$ cat config.mk
export PLATFORM = sky130hd
export DESIGN_NAME = csr_access_unit
export DESIGN_NICKNAME = d
export VERILOG_FILES = /design/src/rtl/csr_access_unit.sv
export SDC_FILE = /design/constraint.sdc
export NUM_CORES = 1
export LEC_CHECK = 0
export ABC_AREA = 1
export BUFFER_PORTS_ARGS = -buffer_cell sky130_fd_sc_hd__buf_2
export CAP_MARGIN = 10
export CORE_AREA = 2 2 102 104
export DETAILED_ROUTE_END_ITERATION = 10
export DIE_AREA = 0 0 104 106
export PLACE_DENSITY = 0.58
export SYNTH_ARGS = -nofsm -noshare
export SYNTH_HDL_FRONTEND = slang
export SYNTH_SLANG_ARGS = --single-unit
$ cat constraint.sdc
create_clock -name clk -period 2.7 [get_ports clk]
set_clock_uncertainty 0.2 [all_clocks]
set_input_delay 0.54 -clock clk [delete_from_list [all_inputs] [get_ports clk]]
set_output_delay 0.54 -clock clk [all_outputs]
set_load 0.02 [all_outputs]
$ cat src/rtl/csr_access_unit.sv
module csr_access_unit #(
  parameter int XLEN = 32
) (
  input  logic            clk,
  input  logic            rst_n,
  input  logic            req_valid,
  input  logic [11:0]     req_addr,
  input  logic [1:0]      req_priv,
  input  logic [XLEN-1:0] req_value,
  input  logic [XLEN-1:0] req_mask,
  input  logic            req_dbg,
  input  logic [1:0]      cfg_fs,
  input  logic [31:0]     cfg_menable,
  input  logic [31:0]     cfg_senable,
  input  logic            cfg_has_smode,
  input  logic            cfg_has_prot,
  output logic [11:0]     rf_addr,
  input  logic [XLEN-1:0] rf_rdata,
  input  logic [2:0]      rf_class,
  output logic            rf_we,
  output logic [XLEN-1:0] rf_wdata,
  output logic            rsp_valid,
  output logic            rsp_illegal,
  output logic [XLEN-1:0] rsp_rdata
);
  localparam logic [1:0] PRIV_S = 2'd1;
  localparam logic [1:0] PRIV_M = 2'd3;

  logic priv_low, ro_write, avail, ctr_ok, illegal, has_write;

  assign rf_addr   = req_addr;
  assign has_write = |req_mask;
  assign priv_low  = req_priv < req_addr[9:8];
  assign ro_write  = (req_addr[11:10] == 2'b11) && has_write;

  assign ctr_ok = (req_priv >= PRIV_M || cfg_menable[req_addr[4:0]]) &&
                  (req_priv >= PRIV_S || cfg_senable[req_addr[4:0]]);

  always_comb begin
    case (rf_class)
      3'd1:    avail = 1'b1;
      3'd2:    avail = req_dbg || (cfg_fs != 2'b00);
      3'd3:    avail = ctr_ok;
      3'd4:    avail = cfg_has_smode;
      3'd5:    avail = cfg_has_prot;
      default: avail = 1'b0;
    endcase
  end

  assign illegal  = priv_low || ro_write || !avail;
  assign rf_we    = req_valid && !illegal && has_write;
  assign rf_wdata = (rf_rdata & ~req_mask) | (req_value & req_mask);

  always_ff @(posedge clk) begin
    if (!rst_n) begin
      rsp_valid   <= 1'b0;
      rsp_illegal <= 1'b0;
      rsp_rdata   <= '0;
    end else begin
      rsp_valid   <= req_valid;
      rsp_illegal <= req_valid && illegal;
      rsp_rdata   <= (req_valid && !illegal) ? rf_rdata : '0;
    end
  end


  p_priv_block_r1: assert property (@(posedge clk) disable iff (!rst_n)
    req_valid && (req_priv < req_addr[9:8]) |=> rsp_valid && rsp_illegal);

  p_ro_write_r2: assert property (@(posedge clk) disable iff (!rst_n)
    req_valid && req_addr[11:10] == 2'b11 && req_mask != '0 |=> rsp_illegal);

  p_no_write_zero_mask_r3: assert property (@(posedge clk) disable iff (!rst_n)
    req_mask == '0 |-> !rf_we);

  p_old_value_r4: assert property (@(posedge clk) disable iff (!rst_n)
    req_valid && !rf_we && req_mask != '0 |=> rsp_illegal);

  p_rdata_zero_illegal_r4: assert property (@(posedge clk) disable iff (!rst_n)
    rsp_illegal |-> rsp_rdata == '0);

  p_write_legal_r9: assert property (@(posedge clk) disable iff (!rst_n)
    rf_we |=> rsp_valid && !rsp_illegal);

  p_resp_follows_r9: assert property (@(posedge clk) disable iff (!rst_n)
    req_valid |=> rsp_valid);

  p_no_accessor_r8: assert property (@(posedge clk) disable iff (!rst_n)
    req_valid && (rf_class == 3'd0 || rf_class > 3'd5) |=> rsp_illegal);
endmodule

Word-level counts from Yosys, hierarchy flattened

Cells that the tools add are included.

$lt $le $gt $ge: 4
Equal/unequal tests: 6
Multiplexer cells: 5
Bitwise logic cells: 4
Reduce and logical (&&, ||, !) cells: 15

Operators by type and width:

| kind                                                       | count |
|---|---|
| AND 32 bit                                                 | 2 |
| NOT 32 bit                                                 | 1 |
| OR 32 bit                                                  | 1 |
| OR reduction 32 bit                                        | 1 |
| binary-select mux 1 bit (select 5 bit)                     | 2 |
| == test 3 x 2 -> 1 bit, second input constant              | 2 |
| == test 3 bit, second input constant                       | 2 |
| less-than comparator 5 x 6 -> 1 bit, second input constant | 1 |
| logical AND 1 bit                                          | 5 |
| logical OR 1 bit                                           | 5 |
| one-hot mux 1 bit (5 select lines)                         | 1 |
| == test 3 x 1 -> 1 bit, second input constant              | 1 |
| == test 2 bit, second input constant                       | 1 |
| >= comparator 2 x 1 -> 1 bit, second input constant        | 1 |
| >= comparator 2 bit, second input constant                 | 1 |
| zero test 1 bit                                            | 2 |
| less-than comparator 2 bit                                 | 1 |
| 2-to-1 mux 1 bit                                           | 2 |
| AND reduction 2 bit                                        | 1 |
| nonzero test 2 bit                                         | 1 |

Register bits after elaboration: 34
Input bits: 185
Output and inout port bits: 79
Logic and storage cells: 37

Depth between registers and ports, before layout

Depth in word-level cells: 10
Depth in mapped cells: 16

Least setup slack after synthesis

OpenSTA, ideal clock, no wires.

Path kind: input -> output
From: input req_addr[1]
To: output rf_we
Data arrival time: 1.827 ns
Setup slack: 0.133 ns
Cell stages on the path: 13
Buffers on the path: 2
Cells stage by stage: buf_2 -> inv_2 -> buf_4 -> nand3_1 -> nand3_1 -> nand3_1 -> nand3_1 -> nand2_1 -> nand2_1 -> nand3_1 -> nand2_2 -> nand3_1 -> nor2_1

Cells in the longest elaborated chain, start to end: 10

Ends and longest elaborated chain:

| element                                                   | line   | RTL |
|---|---|---|
| start, declared                                           | 7      | `input logic [11:0] req_addr,` |
| binary-select mux 1 bit (select 5 bit) (on tied branches) | 36, 37 |  |
| 2-to-1 mux 1 bit (on tied branches)                       | 36, 37 |  |
| logical OR 1 bit (on tied branches)                       | 36, 37 |  |
| logical AND 1 bit *                                       | 36     | `assign ctr_ok = (req_priv >= PRIV_M \|\| cfg_menable[req_addr[4:0]]) &&` |
| one-hot mux 1 bit (5 select lines) *                      | 40     | `case (rf_class)` |
| zero test 1 bit *                                         | 50     | `assign illegal = priv_low \|\| ro_write \|\| !avail;` |
| logical OR 1 bit *                                        | 50     |  |
| zero test 1 bit *                                         | 51     | `assign rf_we = req_valid && !illegal && has_write;` |
| logical AND 1 bit * (2 in series)                         | 51     |  |
| end, declared                                             | 20     | `output logic rf_we,` |

Every way passes the cells marked *; elsewhere a longest branch is shown, timed or not. The select of a mux whose other input is x is not followed.

Worst setup path after layout

From: input req_addr[0]
To: output rf_we

Same word-level chain as after synthesis.

==> metrics.txt <==
# fillers 1100; final-stage net count 842; Area growth, synth to finish 76.9%; Final ANT Viol Nets 0; post-detailed-route wirelength per cell 12.4 um; DIE AREA 0.0110 sq mm; largest net degree at the start of global routing 33; Pwr Density 381 mW/mm^2; share of the synthesized area in the top cell type 28.6%; Worst path slowest cell buf_4; CP top delay family simple AND/OR/NAND/NOR gates; met2 GRT Util 28.7%; Slew Viols, Final 0; Top Ports 264; cts hold-fix bufs 0; Crit path top cell by count nand2_2; global-route met3 utilization 3.25%; core area 0.0100 sq mm; sequential fraction of the synthesis area 28.6%; Tmin final 2.63 ns; setup TNS 0 ns; Bufs and invs on worst path 4; Antenna diodes 0; Area contributors post-synth dfxtp_1 (29%), nand2_1 (20%), inv_1 (9.6%); maximum clock path buffer count 2; Post-Syn Area 0.00238 sq mm; Hold Fails Final Rpt 0; Pre-Repair DR Iteration Count 4; H-tree levels 2; library cells used by synthesis 22; # clock sinks 34; Top Usage Layer GRT met2; via/cell ratio 4.27; Overflow after GRT 0; CTS root buffer clkbuf_8; std cell rows 37; number of antenna violations at the first check in global routing 0; Seq cells post-synth 34; Starting Density 23.8%; CTS tree yes; area leader, netlist dfxtp_1; fin crit share 97.4%; Syn Inst Count 396; Port Buffer Count 257; syn_area_per_cell 6.02 sq um; outcome completed; layout cells sized above 1 54.2%; wirelength, routed 9820 um; CP cell instances buf_12 -> buf_12 -> buf_12 -> nand2_2 -> nand3_2 -> nand3_1 -> nand3_1 -> nand3_1 -> nand2_2 -> nand2_2 -> nand3_2 -> nand2_2 -> nand3_2 -> nor2_1 -> buf_4; number of global-route vias before repair 3317; DR DRC count 0; static leakage 2.51 nW; clk slew on worst S/H paths 0.08 ns; first-pass GRT wire length 15000 um; WS Path Type in -> out; All-Layer GR Usage 16.5%; Critical Path End Type output port; Synthesis Warnings 0; VDD IR max 0.000247 V; crit path DAT 1.89 ns; Die Width 104 um; Rel. slew slack 73.9%; Starting DRT DRC Count 148; CP required 1.96 ns; worst slew pin tran 0.387 ns; CP Launch Type input port; met1 Use GR 20.5%; Num CTS Buffers 5; GP Congestion 0.858; max-cap viol count 0; Die H 106 um; syn_nets 582; vias post-DR 3386; RSZ-0062 raised after global routing true; FMAX 0.380 GHz; hold crit path type in -> reg; detailed placement HPWL 8330 um; CP max FO 8; Final Setup Violations 0; max incr delay on CP 0.15 ns; Fin Hold WS 0.284 ns
repair_timing:
| action | 4_1_cts | 5_1_grt |
|---|---|---|
| pin swaps | 6 | 34 |
| resized for setup | 15 | 42 |
| buffers inserted | 5 | 1 |
| setup endpoints to repair | 1 | 1 |
| gates cloned | 1 | 0 |
synthesized netlist by cell type:
master	number
a211oi_1	1
a21oi_1	2
a311oi_1	1
buf_2	5
buf_4	16
buf_6	5
dfxtp_1	34
ha_1	1
inv_1	61
inv_2	1
inv_4	1
nand2_1	126
nand2_2	1
nand3_1	39
nand3_4	1
nand4_1	2
nor2_1	20
nor2_2	30
nor3_1	2
nor4_1	9
o21ai_0	36
o21ai_1	2
layout by cell type, fill, tap and decap left out, drive strengths merged:
cell type | netlist | final
nor2 | 50 | 50
buf | 26 | 279
nand2 | 127 | 127
o21ai | 38 | 38
dfxtp | 34 | 34
bufinv | 0 | 2
a21oi | 2 | 2
clkinv | 0 | 1
a211oi | 1 | 1
nand3 | 40 | 40
inv | 63 | 63
nor3 | 2 | 2
nor4 | 9 | 9
clkbuf | 0 | 5
ha | 1 | 1
a311oi | 1 | 1
nand4 | 2 | 2
stage by stage:
| step | power, mW | std cells | instance area, sq um | setup WS [ns] | utilization [%] |
|---|---|---|---|---|---|
| floorplan | 0.779 | 396 | 2380 | 0.133 | - |
| CTS | 1.59 | 792 | 4050 | 0.00660 | 40.5 |
| global route | 1.70 | 793 | 4220 | -0.0444 | 42.2 |
| global placement | 1.01 | 778 | 3790 | -0.102 | 37.9 |
| finish | 1.61 | 793 | 4220 | 0.0709 | 42.2 |
| detailed placement | 1.01 | 778 | 3790 | -0.130 | 37.9 |
flip-flops by register name (all words and copies together) (netlist names):
signal,cells
rsp_illegal,1
rsp_valid,1
rsp_rdata,32
path summary, 6_finish.rpt:
path / from / end / slack [ns] / depth (start not counted)
worst min-delay path: rf_rdata[3] / rsp_rdata[3] / 0.28 / 3
worst max-delay path: req_addr[0] / rf_we / 0.07 / 15
routing by layer:
layer / share of wire, % / routed length, um / vias up
li1: - / - / 1733
met1: 42 / 4140 / 1508
met2: 50 / 4890 / 123
met3: 5.5 / 540 / 22
met4: 2.6 / 252 / 0
met5: 0 / 0 / -
kinds of logic after synthesis:
logic type / Yosys count / share of synthesized area [%]
compound gates: 42 / 9.08
fa+ha+maj: 1 / 0.525
buf+inv: 89 / 18.5
flops: 34 / 28.6
simple gates: 230 / 43.4
power by group:
group	leakage, nW	switching, mW	internal, mW
combinational	2.17	0.298	0.234
clock	0.0683	0.192	0.370
sequential	0.275	0.00247	0.511
final cells by class:
cell class,count,area (sq um),share of cell area (%)
Timing Repair Buffer,279,1550,36.8
Multi-Input combinational cell,273,1430,33.9
Clock buffer,5,68.8,1.63
Tap cell,136,170,4.04
Clock inverter,3,68.8,1.63
Inverter,63,246,5.85
Sequential cell,34,681,16.1
Power figures use the tool's default switching activity.
